### config.mk
export PLATFORM = sky130hd
export DESIGN_NAME = audio_lane_capture
export DESIGN_NICKNAME = d
export VERILOG_FILES = /design/src/rtl/alc_pkg.sv /design/src/rtl/alc_frame_track.sv /design/src/rtl/alc_lane_shift.sv /design/src/rtl/alc_emit.sv /design/src/rtl/audio_lane_capture.sv
export SDC_FILE = /design/constraint.sdc
export NUM_CORES = 1
export LEC_CHECK = 0
export BUFFER_PORTS_ARGS = -buffer_cell sky130_fd_sc_hd__buf_4
export CORE_MARGIN = 5
export CORE_UTILIZATION = 50
export CTS_CLUSTER_DIAMETER = 50
export CTS_CLUSTER_SIZE = 16
export DETAILED_ROUTE_END_ITERATION = 10
export PLACE_DENSITY = 0.7
export SLEW_MARGIN = 20
export SYNTH_ARGS = -nofsm -noshare
export SYNTH_HDL_FRONTEND = slang
export SYNTH_SLANG_ARGS = --single-unit
### constraint.sdc
create_clock -name clk -period 4.5 [get_ports clk]
set_input_delay 0.9 -clock clk [delete_from_list [all_inputs] [get_ports clk]]
set_output_delay 0.9 -clock clk [all_outputs]
set_load 0.005 [all_outputs]
### src/rtl/alc_pkg.sv
package alc_pkg;

   typedef enum logic [1:0] {
      CAP_EVERY  = 2'b00,
      CAP_RSVD   = 2'b01,
      CAP_IF_CLR = 2'b10,
      CAP_IF_SET = 2'b11
   } cap_mode_e;

   // Decide whether a lane's sample survives the valid-flag filter.
   function automatic logic mode_accepts(cap_mode_e mode, logic vflag);
      case (mode)
         CAP_IF_CLR: return !vflag;
         CAP_IF_SET: return vflag;
         default:    return 1'b1;
      endcase
   endfunction

endpackage

### src/rtl/alc_frame_track.sv
module alc_frame_track #(
   parameter int SAMPLE_W = 16,
   parameter int POS_W    = 5,
   parameter int CNT_W    = 10
) (
   input  logic             clk,
   input  logic             rst_n,
   input  logic             samp_en,
   input  logic             frame_start,
   input  logic             ws,
   input  logic [POS_W-1:0] pos,
   input  logic             stereo,
   output logic             fs,
   output logic             cap_en,
   output logic             cap_chan
);

   localparam int              CMP_W   = CNT_W + 1;
   localparam logic [CNT_W-1:0] CNT_MAX = '1;

   if ((2 ** CNT_W) < (2 ** POS_W) + SAMPLE_W) begin : g_bad_cnt
      $error("alc_frame_track: CNT_W too small for window end");
   end

   logic             ws_ref_q;
   logic             chan_q;
   logic [CNT_W-1:0] cnt_q;
   logic             chan;
   logic [CNT_W-1:0] idx;
   logic [CMP_W-1:0] idx_x, lo, hi;

   always_comb begin
      fs       = samp_en & frame_start;
      chan     = fs ? 1'b0 : (ws != ws_ref_q);
      idx      = (fs || (chan != chan_q)) ? '0 : cnt_q;
      idx_x    = CMP_W'(idx);
      lo       = CMP_W'(pos);
      hi       = lo + CMP_W'(SAMPLE_W);
      cap_en   = samp_en && (idx_x >= lo) && (idx_x < hi) && (!chan || stereo);
      cap_chan = chan;
   end

   always_ff @(posedge clk or negedge rst_n) begin
      if (!rst_n) begin
         ws_ref_q <= 1'b0;
         chan_q   <= 1'b0;
         cnt_q    <= '0;
      end else if (samp_en) begin
         if (fs) ws_ref_q <= ws;
         chan_q <= chan;
         cnt_q  <= (idx == CNT_MAX) ? idx : idx + CNT_W'(1);
      end
   end

endmodule

### src/rtl/alc_lane_shift.sv
module alc_lane_shift #(
   parameter int SAMPLE_W = 16
) (
   input  logic                clk,
   input  logic                rst_n,
   input  logic                cap_en,
   input  logic                cap_chan,
   input  logic                lsb_first,
   input  logic                fs,
   input  logic                sd_bit,
   output logic [SAMPLE_W-1:0] left_q,
   output logic [SAMPLE_W-1:0] right_q,
   output logic                vflag_q
);

   if (SAMPLE_W < 2) begin : g_bad_w
      $error("alc_lane_shift: SAMPLE_W must be at least 2");
   end

   logic [SAMPLE_W-1:0] tgt, shifted;

   always_comb begin
      tgt     = cap_chan ? right_q : left_q;
      shifted = lsb_first ? {sd_bit, tgt[SAMPLE_W-1:1]}
                          : {tgt[SAMPLE_W-2:0], sd_bit};
   end

   always_ff @(posedge clk or negedge rst_n) begin
      if (!rst_n) begin
         left_q  <= '0;
         right_q <= '0;
         vflag_q <= 1'b0;
      end else begin
         if (cap_en && !cap_chan) left_q  <= shifted;
         if (cap_en &&  cap_chan) right_q <= shifted;
         if (fs)                  vflag_q <= sd_bit;
      end
   end

endmodule

### src/rtl/alc_emit.sv
module alc_emit #(
   parameter  int LANES    = 4,
   parameter  int SAMPLE_W = 16,
   localparam int SLOTS    = 2 * LANES,
   localparam int SLOT_W   = $clog2(SLOTS),
   localparam int LANE_W   = SLOT_W - 1
) (
   input  logic                            clk,
   input  logic                            rst_n,
   input  logic                            load,
   input  logic [SLOTS-1:0]                load_mask,
   input  logic [SLOTS-1:0][SAMPLE_W-1:0]  load_data,
   output logic                            out_valid,
   output logic [SAMPLE_W-1:0]             out_data,
   output logic [LANE_W-1:0]               out_lane,
   output logic                            out_chan
);

   logic [SLOTS-1:0]               pend_q;
   logic [SLOTS-1:0][SAMPLE_W-1:0] hold_q;
   logic [SLOT_W-1:0]              sel;
   logic                           any;

   // Lowest pending slot wins: slot = 2*lane + chan.
   always_comb begin
      any = |pend_q;
      sel = '0;
      for (int s = SLOTS - 1; s >= 0; s--) begin
         if (pend_q[s]) sel = SLOT_W'(s);
      end
   end

   always_ff @(posedge clk or negedge rst_n) begin
      if (!rst_n) begin
         pend_q    <= '0;
         hold_q    <= '0;
         out_valid <= 1'b0;
         out_data  <= '0;
         out_lane  <= '0;
         out_chan  <= 1'b0;
      end else begin
         out_valid <= any;
         if (any) begin
            out_data <= hold_q[sel];
            out_lane <= sel[SLOT_W-1:1];
            out_chan <= sel[0];
         end
         if (load) begin
            pend_q <= load_mask;
            hold_q <= load_data;
         end else if (any) begin
            pend_q[sel] <= 1'b0;
         end
      end
   end

endmodule

### src/rtl/audio_lane_capture.sv
module audio_lane_capture #(
   parameter  int LANES    = 4,
   parameter  int SAMPLE_W = 16,
   parameter  int POS_W    = 5,
   parameter  int CNT_W    = 10,
   localparam int LANE_W   = $clog2(LANES)
) (
   input  logic                clk,
   input  logic                rst_n,
   input  logic                samp_en,
   input  logic                frame_start,
   input  logic                ws,
   input  logic [LANES-1:0]    sd,
   input  logic                cfg_lsb_first,
   input  logic [LANE_W-1:0]   cfg_lanes,
   input  logic [POS_W-1:0]    cfg_pos,
   input  logic [1:0]          cfg_mode,
   input  logic                cfg_stereo,
   output logic                out_valid,
   output logic [SAMPLE_W-1:0] out_data,
   output logic [LANE_W-1:0]   out_lane,
   output logic                out_chan
);

   import alc_pkg::*;

   localparam int SLOTS = 2 * LANES;

   if ((LANES < 2) || ((LANES & (LANES - 1)) != 0)) begin : g_bad_lanes
      $error("audio_lane_capture: LANES must be a power of two, at least 2");
   end

   logic                           fs, cap_en, cap_chan;
   logic                           started_q;
   logic                           cur_lsb_q, cur_stereo_q;
   logic [LANE_W-1:0]              cur_lanes_q;
   logic [POS_W-1:0]               cur_pos_q;
   cap_mode_e                      cur_mode_q;
   logic                           eff_lsb, eff_stereo;
   logic [POS_W-1:0]               eff_pos;
   logic [LANES-1:0][SAMPLE_W-1:0] left_w, right_w;
   logic [LANES-1:0]               vflag_w;
   logic [SLOTS-1:0]               load_mask;
   logic [SLOTS-1:0][SAMPLE_W-1:0] load_data;

   // The frame-start edge already belongs to the new frame's settings.
   always_comb begin
      eff_lsb    = fs ? cfg_lsb_first : cur_lsb_q;
      eff_stereo = fs ? cfg_stereo    : cur_stereo_q;
      eff_pos    = fs ? cfg_pos       : cur_pos_q;
   end

   always_ff @(posedge clk or negedge rst_n) begin
      if (!rst_n) begin
         started_q    <= 1'b0;
         cur_lsb_q    <= 1'b0;
         cur_stereo_q <= 1'b0;
         cur_lanes_q  <= '0;
         cur_pos_q    <= '0;
         cur_mode_q   <= CAP_EVERY;
      end else if (fs) begin
         started_q    <= 1'b1;
         cur_lsb_q    <= cfg_lsb_first;
         cur_stereo_q <= cfg_stereo;
         cur_lanes_q  <= cfg_lanes;
         cur_pos_q    <= cfg_pos;
         cur_mode_q   <= cap_mode_e'(cfg_mode);
      end
   end

   alc_frame_track #(
      .SAMPLE_W (SAMPLE_W),
      .POS_W    (POS_W),
      .CNT_W    (CNT_W)
   ) u_track (
      .clk         (clk),
      .rst_n       (rst_n),
      .samp_en     (samp_en),
      .frame_start (frame_start),
      .ws          (ws),
      .pos         (eff_pos),
      .stereo      (eff_stereo),
      .fs          (fs),
      .cap_en      (cap_en),
      .cap_chan    (cap_chan)
   );

   for (genvar l = 0; l < LANES; l++) begin : g_lane
      alc_lane_shift #(.SAMPLE_W(SAMPLE_W)) u_shift (
         .clk       (clk),
         .rst_n     (rst_n),
         .cap_en    (cap_en),
         .cap_chan  (cap_chan),
         .lsb_first (eff_lsb),
         .fs        (fs),
         .sd_bit    (sd[l]),
         .left_q    (left_w[l]),
         .right_q   (right_w[l]),
         .vflag_q   (vflag_w[l])
      );

      // Slot admission uses the finishing frame's latched settings.
      logic lane_ok;
      always_comb begin
         lane_ok = (LANE_W'(l) <= cur_lanes_q) && mode_accepts(cur_mode_q, vflag_w[l]);
         load_mask[2*l]     = lane_ok;
         load_mask[2*l + 1] = lane_ok && cur_stereo_q;
         load_data[2*l]     = left_w[l];
         load_data[2*l + 1] = right_w[l];
      end
   end

   alc_emit #(
      .LANES    (LANES),
      .SAMPLE_W (SAMPLE_W)
   ) u_emit (
      .clk       (clk),
      .rst_n     (rst_n),
      .load      (fs && started_q),
      .load_mask (load_mask),
      .load_data (load_data),
      .out_valid (out_valid),
      .out_data  (out_data),
      .out_lane  (out_lane),
      .out_chan  (out_chan)
   );

endmodule

; ---- Yosys cells after proc, flatten, opt, wreduce, memory -nomap -nowiden
; Index checks and enable logic that the tools add are counted.
[word_totals]
regBits = 312
latchBits = 0
ram_bits = 0
mem_bits_ro = 0
inputBits = 20
elab_cells = 109
n_memories = 0
[op_classes]
add_sub_neg = 2
n_mul = 0
n_div = 0
order_cmp = 8
n_eq_ne = 5
n_shift = 0
muxes = 32
n_bitwise = 3
n_reduce_logical = 25
[op_table]
columns = cell, n
row1 = two-way mux 16 bit, 9
row2 = binary-select mux 16 bit (select 3 bit), 1
row3 = two-way mux 3 bit, 8
row4 = two-way mux 10 bit, 2
row5 = two-way mux 8 bit, 2
row6 = logical AND 1 bit, 15
row7 = < comparator 10 x 11 -> 1 bit, 1
row8 = "adder 10 x 1 -> 10 bit, second input constant", 1
row9 = "equality test 10 bit, second input constant", 1
row10 = greater-or-equal comparator 10 x 5 -> 1 bit, 1
row11 = bitwise AND 8 bit, 1
row12 = inverter 8 bit, 1
row13 = case mux 1 bit (2 select lines), 4
row14 = OR reduction 8 bit, 1
row15 = "adder 5 x 5 -> 6 bit, second input constant", 1
row16 = logical NOT 1 bit, 5
row17 = two-way mux 5 bit, 1
row18 = "equality test 2 bit, second input constant", 2
row19 = "less-or-equal comparator 1 x 2 -> 1 bit, first input constant", 2
row20 = "less-or-equal comparator 2 bit, first input constant", 2
row21 = "< comparator 3 x 4 -> 1 bit, second input constant", 1
row22 = two-way mux 1 bit, 4
row23 = demux 1 bit (select 3 bit), 1
row24 = "greater-or-equal comparator 3 x 1 -> 1 bit, second input constant", 1
row25 = 5 further kinds, 7

; ---- Logic depth before layout (Yosys ltp)
[depth]
word_depth = 16
mapped_depth = 14

; ---- By module
; From an unflattened synthesis, not the netlist that was laid out.
[unflattened]
cells_unflattened = 1159
area_unflattened_um2 = 15308.4
[by_module_without_submodules]
columns = module, instances, cells_each, area_each_um2, seq_area_each_um2
row1 = alc_lane_shift, 4, 128, 1761.7, 825.8
row2 = alc_emit, 1, 496, 6746.5, 3903.7
row3 = alc_frame_track, 1, 106, 920.9, 300.3
row4 = audio_lane_capture, 1, 45, 594.3, 300.3

; ---- Least setup slack after synthesis
; Ideal clock, no wire load.
[synth_path]
path_type = in2reg
startpoint = in ws
endpoint = reg g_lane[1].u_shift.left_q[3]
setup_ns = 0.127
t_arrival_ns = 3.542
setup_slack_ns = 0.830
stages = 12
n_path_buf = 2
cell_sequence = xor3_1 nor2_1 clkbuf_1 and2_1 ha_1 a21oi_1 a21oi_1 o31ai_1 nand3_1 nor2_4 buf_6 mux2_1
[synth_between]
elab_chain_len = 10
elab_cells_between_ends = 15
classes_between = order compare (2) / eq/ne (2) / mux (4) / reduce/logical (7)
[synth_rtl]
columns = item, line
row1 = from (decl), audio_lane_capture.sv:12  ; input logic ws,
row2 = != test 1 bit *, alc_frame_track.sv:34  ; chan = fs ? 1'b0 : (ws != ws_ref_q);
row3 = two-way mux 1 bit *, alc_frame_track.sv:34
row4 = != test 1 bit, alc_frame_track.sv:35  ; idx = (fs || (chan != chan_q)) ? '0 : cnt_q;
row5 = logical OR 1 bit, alc_frame_track.sv:35
row6 = two-way mux 10 bit, alc_frame_track.sv:35
row7 = greater-or-equal comparator 10 x 5 -> 1 bit, alc_frame_track.sv:39  ; cap_en = samp_en && (idx_x >= lo) && (idx_x < hi) && (!chan || stereo);
row8 = logical AND 1 bit (3 in a row), alc_frame_track.sv:39
row9 = logical AND 1 bit, alc_lane_shift.sv:34  ; if (cap_en && !cap_chan) left_q <= shifted;
row10 = to (signal assigned), alc_lane_shift.sv:34
row11 = to (decl), alc_lane_shift.sv:11  ; output logic [SAMPLE_W-1:0] left_q,
; Mark *: on every way between the ends. The rest lies on a longest branch, timed or not.
; A chain may end at the register's enable or synchronous reset.

; ---- Worst setup path in the final report
[layout_path]
startpoint = in ws
endpoint = reg g_lane[3].u_shift.left_q[11]
[layout_between]
elab_chain_len = 10
elab_cells_between_ends = 15
classes_between = order compare (2) / eq/ne (2) / mux (4) / reduce/logical (7)
[layout_rtl]
columns = item, line
row1 = != test 1 bit *, alc_frame_track.sv:34
row2 = two-way mux 1 bit *, alc_frame_track.sv:34
row3 = != test 1 bit, alc_frame_track.sv:35
row4 = logical OR 1 bit, alc_frame_track.sv:35
row5 = two-way mux 10 bit, alc_frame_track.sv:35
row6 = greater-or-equal comparator 10 x 5 -> 1 bit, alc_frame_track.sv:39
row7 = logical AND 1 bit (3 in a row), alc_frame_track.sv:39
row8 = logical AND 1 bit, alc_lane_shift.sv:34
row9 = to (signal assigned), alc_lane_shift.sv:34
row10 = to (decl), alc_lane_shift.sv:11
; Marked as above.

==> flow_metrics.tcl <==
set metrics [dict create \
    post_drt_wl_per_cell_um 18.3 \
    drt_iter0_markers 739 \
    grt_use_total 0.207 \
    ir_drop_mv 0.344 \
    power_density_mw_per_mm2 480 \
    crit_path_frequent_cell "a21oi_1" \
    synth_compound_area_frac 0.0613 \
    grt_pass1_vias 10400 \
    end_kind "register" \
    layout-drive-gt1-share 0.163 \
    dpl_worst_slack_ns 0.551 \
    setup_viol 0 \
    cap_violations 0 \
    cp.depth 12 \
    clock_path_buffers 3 \
    hold_path_class "in2async" \
    numCtsBuffers 34 \
    tritoncts "yes" \
    async_flop_share 1.00 \
    worstMarginPinSlew_ns 1.12 \
    cts.sinks 312 \
    drc 0 \
    htreeDepth 2 \
    critical_path_arrival_ns 3.84 \
    synth_cells 1398 \
    portBuffers 39 \
    p_total_mw 7.86 \
    grt_start_max_net_pins 101 \
    die-area_mm2 0.0326 \
    synth_edf_count 0 \
    fp.dieW_um 181 \
    layout_setup_ws_ns 1.06 \
    finalHoldViolCount 0 \
    die_y_um 181 \
    worstPathRequired_ns 4.90 \
    fill_cells 2511 \
    synth_top_area_frac 0.536 \
    clkTransAtPathRegs_ns 0.06 \
    r2r_start "u_track.ws_ref_q$_DFFE_PN0P_" \
    drt-pass1-iter-count 5 \
    avgSynthCellArea_um2 10.4 \
    synth_top_area_cell "dfrtp_1" \
    fin_crit_ns 3.44 \
    drt-vias-per-instance 5.57 \
    clockPowerShare 0.359 \
    ff_latch_area_mm2 0.00781 \
    pwr-share-seq 0.440 \
    fmax_mhz 291 \
    antenna_cells 0 \
    p_sw_mw 2.43 \
    reg2reg_to "g_lane[3].u_shift.left_q[11]$_DFFE_PN0P_" \
    rows 62 \
    path_max_fanout 64 \
    synth_area_leaders "dfrtp_1 54%, nand2_1 12%, mux2i_1 11%" \
    drt.antenna.violating_nets 0 \
    reg2reg_slack_ns 1.11 \
    cts_setup_buffers 0 \
    synth-simple-area-share 0.148 \
    vias 10200 \
    synth_mux_area_frac 0.212 \
    hold-worst-slack_ns 0.408 \
    p_leak_nw 8.33 \
    hpwl_mm 21.1 \
    path_cells "buf_4, xor3_1, nor2_1, and2_1, ha_1, a21oi_1, a21oi_1, o31ai_1, nand3_1, nor2_4, buf_12, mux2_2" \
    initial_core_util 0.507 \
    outcome "completed" \
    place_congestion 0.808 \
    yosysUniqueCellTypes 54 \
    finalWirelength_mm 33.5 \
    startpoint_type "input port" \
    dp.cells 1764 \
    path_buf_inv 2 \
    synth_top_family_by_area "multiplexers" \
    grt_pass1_wl_mm 55.2 \
    crit_path_top_delay_cell "xor3_1" \
    post_cts_resized 0 \
    slew_violations 0 \
    swShare 0.309 \
    cp_slowest_stage_delay_ns 0.40 \
    synth_fa_ha_area_frac 0.00688 \
    comb_power_share 0.201 \
    root_buffer "clkbuf_16" \
    yosysSeqAreaShare 0.536 \
    p_int_mw 5.43 \
    antenna_found_initial 0 \
    reg2regPathDepth 11 \
    crit_type "in2reg" \
    synth_ff_type "dfrtp_1" \
    relSlewSlack 0.252 \
    grt.overflow.total 0 \
    synth-seq-cells 312 \
    synth_xor_area_frac 0.00464 \
    rsz0062_at_grt "false" \
    cp_top_family "simple AND/OR/NAND/NOR gates" \
    ios 40 \
    fin_crit_sh 0.765 \
    synth_nets 1426 \
    setup_tns_ns 0 \
    yosysWarnings 0 \
    area_growth_pct 12.4 \
    holdBufCountCts 0 \
    syn_area_mm2 0.0146 \
    nNetsFinal 1444 \
    finalNonFillerCells 1824 \
    skew_ns 0.0220 \
    multi_input_area_mm2 0.00634 \
    core_area_mm2 0.0287 \
    insertion_delay_ns 0.52 \
]
## cell families (layout without fill, tap and decap cells)
kind of cell,Yosys count,after routing
muxes,288,288
xor gates and xnor gates,6,6
and+or+nand+nor,543,543
buffers and inverters,96,138
DFF,312,312
adders and majority gates,8,8
AOI/OAI and AO/OA,145,145
## layer usage
| layer | GRT usage | vias up | part of all wire |
|---|---|---|---|
| met5 | 0 | - | 0 |
| met4 | 0.0687 | 0 | 0.029 |
| met3 | 0.0392 | 64 | 0.053 |
| met2 | 0.322 | 245 | 0.46 |
| met1 | 0.295 | 5087 | 0.46 |
| li1 | - | 4760 | - |
## cell usage in the layout (no fill, tap or decap), drive strengths merged, types with 5 or more instances in the layout
| cell type | Yosys | layout |
|---|---|---|
| mux2i | 155 | 155 |
| o21a | 9 | 9 |
| nand2 | 474 | 474 |
| nand3 | 12 | 12 |
| o22ai | 8 | 8 |
| mux2 | 133 | 133 |
| buf | 36 | 59 |
| and2 | 5 | 5 |
| clkbuf | 41 | 38 |
| dfrtp | 312 | 312 |
| inv | 17 | 25 |
| nor2 | 23 | 23 |
| clkinv | 2 | 11 |
| or3 | 5 | 5 |
| o21ai | 52 | 52 |
| ha | 8 | 8 |
| a21oi | 46 | 46 |
## worst max-delay path by stage
stage | from | to | slack, ns
after floorplan | ws | g_lane[1].u_shift.left_q[3]$_DFFE_PN0P_ | 0.83
after global placement | ws | g_lane[3].u_shift.left_q[4]$_DFFE_PN0P_ | 0.59
after detailed placement | ws | g_lane[2].u_shift.left_q[8]$_DFFE_PN0P_ | 0.55
after CTS | ws | g_lane[2].u_shift.left_q[8]$_DFFE_PN0P_ | 1.07
after global routing | ws | g_lane[3].u_shift.left_q[11]$_DFFE_PN0P_ | 0.87
final | ws | g_lane[3].u_shift.left_q[11]$_DFFE_PN0P_ | 1.06
## Yosys cell counts, types with 5 or more instances
cell type	number
nor2_1	22
nand3_1	12
inv_1	17
mux2_4	10
o21a_1	9
a21oi_1	46
mux2_2	96
and2_1	5
mux2i_1	155
ha_1	8
buf_6	8
nand2_1	474
clkbuf_1	41
o22ai_1	8
buf_2	23
mux2_1	27
o21ai_0	48
or3_1	5
buf_1	5
dfrtp_1	312
## final cells by class
class	instances	area share
Sequential cell	312	0.477
Timing Repair Buffer	59	0.0329
Clock buffer	38	0.0548
Tap cell	384	0.0294
Inverter	19	0.00436
Clock inverter	22	0.0143
Multi-Input combinational cell	990	0.387
## power by group through the flow
stage	combinational (mW)	clock, mW	sequential [mW]
floorplan	1.03	0	3.42
global placement	1.56	0	3.50
detailed placement	1.59	0	3.51
CTS	1.59	2.87	3.46
global route	1.74	2.99	3.51
finish	1.58	2.82	3.46
## per-stage QoR
step / utilization / area [µm²]
after detailed placement: 0.531 / 15200
after global placement: 0.531 / 15200
after global routing: 0.570 / 16400
after CTS: 0.570 / 16400
final: 0.570 / 16400
after floorplan: - / 14600
## registers in the layout, indices dropped and copies added, names as in the netlist, 4 cells and up
register	cells
g_lane.u_shift.right_q	64
u_emit.hold_q	128
u_emit.out_data	16
g_lane.u_shift.left_q	64
u_track.cnt_q	10
u_emit.pend_q	8
cur_pos_q	5
g_lane.u_shift.vflag_q	4
Note: power is estimated with default switching activity, not from simulation.
